`config.mk`:
```
export PLATFORM = sky130hd
export DESIGN_NAME = mbx_doorbell_top
export DESIGN_NICKNAME = d
export VERILOG_FILES = /design/src/rtl/mbx_pkg.sv /design/src/rtl/mbx_regfile.sv /design/src/rtl/mbx_db_match.sv /design/src/rtl/mbx_irq_flag.sv /design/src/rtl/mbx_doorbell_top.sv
export SDC_FILE = /design/constraint.sdc
export NUM_CORES = 1
export LEC_CHECK = 0
export BUFFER_PORTS_ARGS = -buffer_cell sky130_fd_sc_hd__buf_2
export CELL_PAD_IN_SITES_DETAIL_PLACEMENT = 2
export CELL_PAD_IN_SITES_GLOBAL_PLACEMENT = 2
export CORE_ASPECT_RATIO = 1.25
export CORE_UTILIZATION = 21
export CTS_CLUSTER_DIAMETER = 120
export CTS_CLUSTER_SIZE = 8
export DETAILED_ROUTE_END_ITERATION = 6
export GPL_TIMING_DRIVEN = 0
export PLACE_DENSITY = 0.89
export SKIP_CTS_REPAIR_TIMING = 1
export SLEW_MARGIN = 15
export SYNTH_ARGS = -nofsm -noshare
export SYNTH_HDL_FRONTEND = slang
export SYNTH_SLANG_ARGS = --single-unit
```
`constraint.sdc`:
```
create_clock -name clk -period 1.2 [get_ports clk]
set_input_delay 0.18 -clock clk [delete_from_list [all_inputs] [get_ports clk]]
set_output_delay 0.18 -clock clk [all_outputs]
set_load 0.01 [all_outputs]
```
`src/rtl/mbx_pkg.sv`:
```
package mbx_pkg;
  localparam int unsigned MBX_AW = 14;
  localparam int unsigned MBX_DW = 32;

  typedef enum logic [1:0] {
    REG_AP_DB  = 2'd0,
    REG_MD_DB  = 2'd1,
    REG_AP_CLR = 2'd2,
    REG_RSVD   = 2'd3
  } mbx_reg_e;
endpackage

```
`src/rtl/mbx_regfile.sv`:
```
module mbx_regfile
  import mbx_pkg::*;
#(
  parameter int unsigned AW = MBX_AW,
  parameter int unsigned DW = MBX_DW,
  parameter logic [AW-1:0] AP_RST = 14'h3FFE,
  parameter logic [AW-1:0] MD_RST = 14'h3FFC
) (
  input  logic          clk,
  input  logic          rst_n,
  input  logic          valid,
  input  logic          write,
  input  logic [1:0]    idx,
  input  logic [DW-1:0] wdata,
  output logic [DW-1:0] rdata,
  output logic [AW-1:0] ap_db,
  output logic [AW-1:0] md_db,
  output logic          ap_clr
);
  logic wr_en;
  logic rd_en;

  function automatic logic [DW-1:0] widen(input logic [AW-1:0] v);
    logic [DW-1:0] r;
    r = '0;
    r[AW-1:0] = v;
    return r;
  endfunction

  assign wr_en  = valid && write;
  assign rd_en  = valid && !write;
  assign ap_clr = wr_en && (mbx_reg_e'(idx) == REG_AP_CLR);

  always_ff @(posedge clk or negedge rst_n) begin
    if (!rst_n) begin
      ap_db <= AP_RST;
      md_db <= MD_RST;
    end else if (wr_en) begin
      if (mbx_reg_e'(idx) == REG_AP_DB) ap_db <= wdata[AW-1:0];
      if (mbx_reg_e'(idx) == REG_MD_DB) md_db <= wdata[AW-1:0];
    end
  end

  always_comb begin
    rdata = '0;
    if (rd_en) begin
      case (mbx_reg_e'(idx))
        REG_AP_DB: rdata = widen(ap_db);
        REG_MD_DB: rdata = widen(md_db);
        default:   rdata = '0;
      endcase
    end
  end
endmodule

```
`src/rtl/mbx_db_match.sv`:
```
module mbx_db_match
  import mbx_pkg::*;
#(
  parameter int unsigned AW       = MBX_AW,
  parameter int unsigned DW       = MBX_DW,
  parameter bit          CLR_MODE = 1'b0
) (
  input  logic            valid,
  input  logic [AW-1:0]   addr,
  input  logic [DW/8-1:0] be,
  input  logic [DW-1:0]   wdata,
  input  logic [AW-1:0]   db,
  output logic            fire
);
  localparam int unsigned BEW = DW / 8;
  localparam int unsigned LB  = $clog2(BEW);

  function automatic logic same_word(input logic [AW-1:0] a, input logic [AW-1:0] b);
    return a[AW-1:LB] == b[AW-1:LB];
  endfunction

  function automatic int unsigned half_of(input logic [AW-1:0] a);
    return int'(a[LB-1:0]) >> 1;
  endfunction

  function automatic logic half_strobed(input logic [BEW-1:0] s, input int unsigned h);
    return |s[2*h +: 2];
  endfunction

  logic word_hit;
  logic half_hit;
  assign word_hit = valid && same_word(addr, db);
  assign half_hit = word_hit && half_strobed(be, half_of(db));

  generate
    if (CLR_MODE) begin : g_clear
      assign fire = word_hit && be[2*half_of(db)] && wdata[16*half_of(db)];
    end else begin : g_set
      assign fire = half_hit;
    end
  endgenerate
endmodule

```
`src/rtl/mbx_irq_flag.sv`:
```
module mbx_irq_flag (
  input  logic clk,
  input  logic rst_n,
  input  logic set,
  input  logic clr,
  output logic irq
);
  always_ff @(posedge clk or negedge rst_n) begin
    if (!rst_n)   irq <= 1'b0;
    else if (set) irq <= 1'b1;
    else if (clr) irq <= 1'b0;
  end
endmodule

```
`src/rtl/mbx_doorbell_top.sv`:
```
module mbx_doorbell_top
  import mbx_pkg::*;
#(
  parameter int unsigned AW = MBX_AW,
  parameter int unsigned DW = MBX_DW,
  parameter logic [AW-1:0] AP_DB_RST = 14'h3FFE,
  parameter logic [AW-1:0] MD_DB_RST = 14'h3FFC
) (
  input  logic            clk,
  input  logic            rst_n,
  input  logic            ap_reg_valid,
  input  logic            ap_reg_write,
  input  logic [1:0]      ap_reg_idx,
  input  logic [DW-1:0]   ap_reg_wdata,
  output logic [DW-1:0]   ap_reg_rdata,
  input  logic            ap_mem_valid,
  input  logic [AW-1:0]   ap_mem_addr,
  input  logic [DW/8-1:0] ap_mem_be,
  input  logic            md_mem_valid,
  input  logic [AW-1:0]   md_mem_addr,
  input  logic [DW/8-1:0] md_mem_be,
  input  logic [DW-1:0]   md_mem_wdata,
  output logic            irq_to_ap,
  output logic            irq_to_md
);
  logic [AW-1:0] ap_db;
  logic [AW-1:0] md_db;
  logic          ap_set;
  logic          ap_clr;
  logic          md_set;
  logic          md_clr;

  mbx_regfile #(.AW(AW), .DW(DW), .AP_RST(AP_DB_RST), .MD_RST(MD_DB_RST)) u_regs (
    .clk(clk), .rst_n(rst_n), .valid(ap_reg_valid), .write(ap_reg_write),
    .idx(ap_reg_idx), .wdata(ap_reg_wdata), .rdata(ap_reg_rdata),
    .ap_db(ap_db), .md_db(md_db), .ap_clr(ap_clr)
  );

  mbx_db_match #(.AW(AW), .DW(DW), .CLR_MODE(1'b0)) u_ap_hit (
    .valid(md_mem_valid), .addr(md_mem_addr), .be(md_mem_be),
    .wdata(md_mem_wdata), .db(ap_db), .fire(ap_set)
  );

  mbx_db_match #(.AW(AW), .DW(DW), .CLR_MODE(1'b0)) u_md_hit (
    .valid(ap_mem_valid), .addr(ap_mem_addr), .be(ap_mem_be),
    .wdata('0), .db(md_db), .fire(md_set)
  );

  mbx_db_match #(.AW(AW), .DW(DW), .CLR_MODE(1'b1)) u_md_ack (
    .valid(md_mem_valid), .addr(md_mem_addr), .be(md_mem_be),
    .wdata(md_mem_wdata), .db(md_db), .fire(md_clr)
  );

  mbx_irq_flag u_flag_ap (.clk(clk), .rst_n(rst_n), .set(ap_set), .clr(ap_clr), .irq(irq_to_ap));
  mbx_irq_flag u_flag_md (.clk(clk), .rst_n(rst_n), .set(md_set), .clr(md_clr), .irq(irq_to_md));
endmodule

```
==> flow_summary.toml, run 1 <==
[grt]
grt_first_pass_wirelength_mm = 9.66
gr-total-overflow = 0
grt_pass1_vias = 1720
grt_antenna_before_repair = 0
grt.total_usage_pct = 13.6
grt_max_degree = 31

[power]
power_leakage_uw = 0.00130
ir_drop_uv = 685
cellPowerDensity_nw_per_um2 = 1410

[timing]
slew_viol_final = 0
slew_headroom_pct = 51.5
hold_viol_final = 5
max_freq_mhz = 713
skew_ps = 4.06
fin_ws_ps = -203
setup-tns-final_ps = -2210
worst_pin_slew_ps = 727
fin_crit_sh_pct = 117
hold_slack_ps = -26.9
fin_crit_ps = 1400
rsz0062_at_grt = "true"
setup_violations = 15

[setup_path]
ff2ff_path_depth = 4
crit_end = "ap_reg_rdata[13]"
worst_ep_arrival_time_ps = 1220
worstPathRequired_ps = 1020
r2r-end = "u_flag_md.irq"
startpoint = "u_regs.md_db[13]"
rr_startpoint = "u_regs.md_db[8]"
start_kind = "flip-flop"
cp_cell_sequence = "mux2i_1, nor2_1, buf_2"
critPathMaxFanout = 4
cp_slowest_cell = "dfstp_2"
cp_slowest_stage_delay_ps = 590
endpoint_kind = "output port"
r2r_slack_ps = -180
critPathKind = "flip-flop to output port"

[floorplan]
io_pins = 142
start_util_pct = 21.7
die_h_um = 111
die_w_um = 89.3
die-area_um2 = 9930
fp-row-count = 39
fp.coreArea_um2 = 9220

[clock_network]
tritoncts = "yes"
cts-root-buf = "clkbuf_16"
cts_htree_levels = 2
cts_num_sinks = 30
insertion_delay_ps = 270
cts_buffers = 5
clockBufferDepth = 2
path_clk_slew_ps = 50

[worst_hold_path]
hold_path.class = "input pin to asynchronous set/reset pin"

[synthesis]
ys_seq_area_share_pct = 39.1
netlist_area_um2 = 2000
postSynthCellCount = 178
syn_avg_cell_area_um2 = 11.2
ys_ff_latch = 30
ys_warn_count = 0
synth_cell_types = 29

[cells_and_area]
utilization_pct = 30.2
fin_area_um2 = 2780
area_growth_pct = 39.1
nets = 384
diodes = 0
drive_gt1_share_pct = 59.2

[placement]
dpl_worst_slack_ps = -322
place_area_um2 = 2570
hpwl_mm = 5.31
place_congestion = 0.762
portBuffers = 70

[drt]
drc = 0
finalWirelength_mm = 6.68
vias = 1637
antenna_left = 0
drt-wirelength-per-cell_um = 16.7
viasPerCell = 4.09
drt_iter0_markers = 24
drt-pass1-iter-count = 4

[status]
violations = "hold timing, setup timing"
status = "finished with violations"

[run]
cap_violations = 0
==> report_power, final <==
group | total (uW) | leakage, uW | internal [uW] | switching (uW)
registers | 1610 | 0.000320 | 1370 | 244
clock network | 1210 | 0.0000652 | 771 | 438
logic | 1110 | 0.000915 | 602 | 503
total | 3930 | 0.00130 | 2740 | 1190
==> kinds of logic (layout without fill, tap and decap cells) <==
logic type             Yosys count  count (layout)  synth area share [%]
buffers and inverters           25             107                  9.62
AND/OR/NAND/NOR                 38              38                  10.8
XOR/XNOR                        36              36                  15.7
multiplexers                    42              42                  22.7
AO/OA/AOI/OAI                    6               6                  1.87
other                            1              18                 0.187
flip-flops                      30              30                  39.1
==> registers in the layout (all words and copies together), names as in the netlist <==
| name | flops |
|---|---|
| u_flag_ap.irq | 1 |
| u_regs.ap_db | 14 |
| u_regs.md_db | 14 |
| u_flag_md.irq | 1 |
==> worst min path at each step <==
stage / slack (ps) / endpoint / depth (start not counted) / startpoint
finish: -30 / u_flag_md.irq / 1 / rst_n
global route: 10 / u_flag_ap.irq / 1 / rst_n
CTS: -10 / u_flag_md.irq / 1 / rst_n
detailed placement: 280 / u_flag_md.irq / 1 / rst_n
global placement: 240 / u_flag_md.irq / 1 / rst_n
floorplan: -120 / u_flag_ap.irq / 0 / rst_n
==> per-layer routing <==
layer  part of all wire (%)  wire, um  track usage [%]  vias to the layer above
met4                   0.63        42             3.49                        0
li1                       -         -                -                      771
met3                    4.6       304             1.94                        6
met5                      0         0                0                        -
met2                     53      3550             23.9                       56
met1                     42      2790             16.9                      804
==> worst max-delay path: cells and delay by family, from the launching register on <==
kind,cells,cell delay (ps)
DFF,1,590
buffers and inverters,1,140
muxes,1,110
and+or+nand+nor,1,110
==> Yosys cell counts (all sizes together) <==
cell / instances / share of area (%)
nor4: 4 / 1.2
inv: 1 / 0.19
dfrtp: 5 / 6.3
xnor2: 17 / 7.4
or3b: 1 / 0.44
nand3b: 1 / 1.0
mux2i: 14 / 7.0
a21oi: 1 / 0.25
nand2: 2 / 0.50
buf: 23 / 9.2
mux2: 28 / 16
and4: 1 / 0.44
a2111oi: 1 / 0.44
clkbuf: 1 / 0.19
nor3: 4 / 1.6
nor2: 17 / 3.2
nand4: 5 / 1.6
dfstp: 25 / 33
nand2b: 1 / 0.31
a211o: 1 / 0.44
o21ai: 3 / 0.75
nand3: 2 / 0.50
xor2: 19 / 8.3
conb: 1 / 0.19
==> cell type report <==
| type | count | area [um^2] |
|---|---|---|
| Buffer | 23 | 194 |
| Clock buffer | 8 | 136 |
| Fill cell | 1039 | 6440 |
| Inverter | 1 | 3.75 |
| Multi-Input combinational cell | 140 | 1120 |
| Sequential cell | 30 | 783 |
| Tap cell | 123 | 154 |
| Timing Repair Buffer | 75 | 388 |
==> placed cells by master (no fill, tap or decap), types with 2 or more instances in the layout <==
master | Yosys | layout
buf_2 | 1 | 71
mux2_2 | 26 | 26
dfstp_2 | 25 | 25
buf_4 | 18 | 23
xor2_1 | 19 | 19
conb_1 | 1 | 18
nor2_1 | 17 | 17
xnor2_1 | 17 | 17
mux2i_1 | 14 | 14
nand4_1 | 5 | 5
clkbuf_16 | 0 | 5
nor4_2 | 0 | 4
dfrtp_1 | 5 | 4
buf_6 | 4 | 3
nor3_1 | 3 | 3
clkbuf_1 | 1 | 3
o21ai_0 | 3 | 2
nand3_1 | 2 | 2
mux2_1 | 2 | 2
==> through the flow <==
stage	cells	power (uW)
detailed placement	388	2640
global route	400	4140
finish	400	3930
global placement	388	2560
CTS	396	3880
floorplan	195	2230
(Power assumes the default switching activity.)
==> run 2, diff against run 1 <==
HOLD_SLACK_MARGIN = 0.08   (was default)
==> run 2 against run 1 <==
  * The run ends with setup timing left
  * Via count up 0.67%
  * Sequential power hardly changed
  * Worst setup slack worse by 0.67 ps
  * Die area did not move
  * Critical path type unchanged
  * Largest power group unchanged
  * Highest routed layer unchanged
==> flow_summary.toml, run 2 (same netlist as run 1, synthesis figures left out) <==
[cells_and_area]
diodes = 0
nets = 385
most-common-layout-cells = "buf_2, mux2_2, dfstp_2"
top_regs = "u_regs.ap_db x14, u_regs.md_db x14"
area_growth_pct = 39.6
layout_commonest_cell = "buf_2"
drive_gt1_share_pct = 59.0
utilization_pct = 30.3

[power]
ir_drop_uv = 685
cellPowerDensity_nw_per_um2 = 1410
p_sw_share_pct = 30.3
power_leakage_uw = 0.00130
p_comb_share_pct = 28.1
p_switching_uw = 1190
internal-power_uw = 2750
seq_power_share_pct = 41.0
clockPowerShare_pct = 30.9

[worst_hold_path]
hp-start = "ap_reg_wdata[8]"
hold_path.class = "input pin to flip-flop"

[clock_network]
cts_buffers = 5
insertion_delay_ps = 270
cts_num_sinks = 30
tritoncts = "yes"
path_clk_slew_ps = 50
cts-root-buf = "clkbuf_16"
cts_htree_levels = 2
clockBufferDepth = 2

[setup_path]
endpoint_kind = "output port"
worstPathRequired_ps = 1020
start_kind = "flip-flop"
worst_ep_arrival_time_ps = 1220
critPathKind = "flip-flop to output port"
startpoint = "u_regs.md_db[13]"
critPathMaxFanout = 4
rr_startpoint = "u_regs.md_db[8]"

[drt]
antenna_left = 0
drc = 0
drt-wirelength-per-cell_um = 16.7
viasPerCell = 4.11
drt-pass1-iter-count = 5
finalWirelength_mm = 6.69
drt_iter0_markers = 24
vias = 1648

[floorplan]
die-area_um2 = 9930
die_w_um = 89.3
fp.coreArea_um2 = 9220
io_pins = 142
start_util_pct = 21.7
die_h_um = 111
fp-row-count = 39

[grt]
use_met1_pct = 16.9
grt_util_met2_pct = 23.9
grt_max_degree = 31
grt_pass1_vias = 1720
grt.total_usage_pct = 13.6
grt_util_met3_pct = 1.94
grt-busiest-layer = "met2"
grt_antenna_before_repair = 0
grt_first_pass_wirelength_mm = 9.66
gr-total-overflow = 0

[timing]
worst_pin_slew_ps = 729
slew_headroom_pct = 51.4
skew_ps = 4.77
hold_viol_final = 0
rsz0062_at_grt = "true"
fin_crit_sh_pct = 117
slew_viol_final = 0
hold_slack_ps = 152
fin_ws_ps = -203
setup_violations = 15
max_freq_mhz = 713
fin_crit_ps = 1400

[placement]
portBuffers = 70
hpwl_mm = 5.31
place_congestion = 0.762

[run]
cap_violations = 0

[status]
violations = "setup timing"
status = "finished with violations"
-- run 2: cell count changes in the layout (fill, tap and decap cells not counted), sizes merged --
cell / change
dlygate4sd3: +1
-- run 2: per-stage QoR --
| step | power (uW) | instances | setup TNS, ps | worst slack, ps | area [um^2] |
|---|---|---|---|---|---|
| 3_3_place_gp | 2560 | 388 | -4620 | -298 | 2570 |
| 2_1_floorplan | 2230 | 195 | -2.99 | -2.99 | 2070 |
| 5_1_grt | 4140 | 401 | -3040 | -272 | 2790 |
| 3_5_place_dp | 2640 | 388 | -5880 | -322 | 2570 |
| 6_report | 3940 | 401 | -2220 | -203 | 2790 |
| 4_1_cts | 3880 | 396 | -3640 | -342 | 2710 |
-- run 2: metal layers --
layer	vias up	routed length [um]
li1	775	-
met1	807	2800
met2	58	3520
met3	8	301
met4	0	64
met5	-	0
-- run 2: layout make-up --
type / instances / area [um^2]
Fill cell: 1041 / 6430
Multi-Input combinational cell: 140 / 1120
Sequential cell: 30 / 783
Timing Repair Buffer: 76 / 398
Buffer: 23 / 194
Tap cell: 123 / 154
Clock buffer: 8 / 136
Inverter: 1 / 3.75
-- run 2: power by group through the flow --
stage | registers [uW] | logic [uW] | clock network (uW)
final | 1620 | 1110 | 1220
after global routing | 1650 | 1210 | 1280
after CTS | 1620 | 1010 | 1240
after detailed placement | 1640 | 1000 | 0
after global placement | 1600 | 952 | 0
after floorplan | 1550 | 677 | 0
-- run 2: worst paths after layout --
path | depth (start not counted) | slack [ps] | endpoint
min in group asynchronous | 2 | 500 | u_flag_ap.irq
hold / removal | 2 | 150 | u_regs.md_db[8]
max in group asynchronous | 2 | 190 | u_regs.md_db[1]
setup / recovery | 3 | -200 | ap_reg_rdata[13]
hold reg to reg | 1 | 520 | u_regs.md_db[0]
setup reg to reg | 4 | -180 | u_flag_md.irq
-- run 2: worst max-delay path, stage by stage (launching register included) --
cell	delay, ps
dfstp_2	590
mux2i_1	110
nor2_1	110
buf_2	140
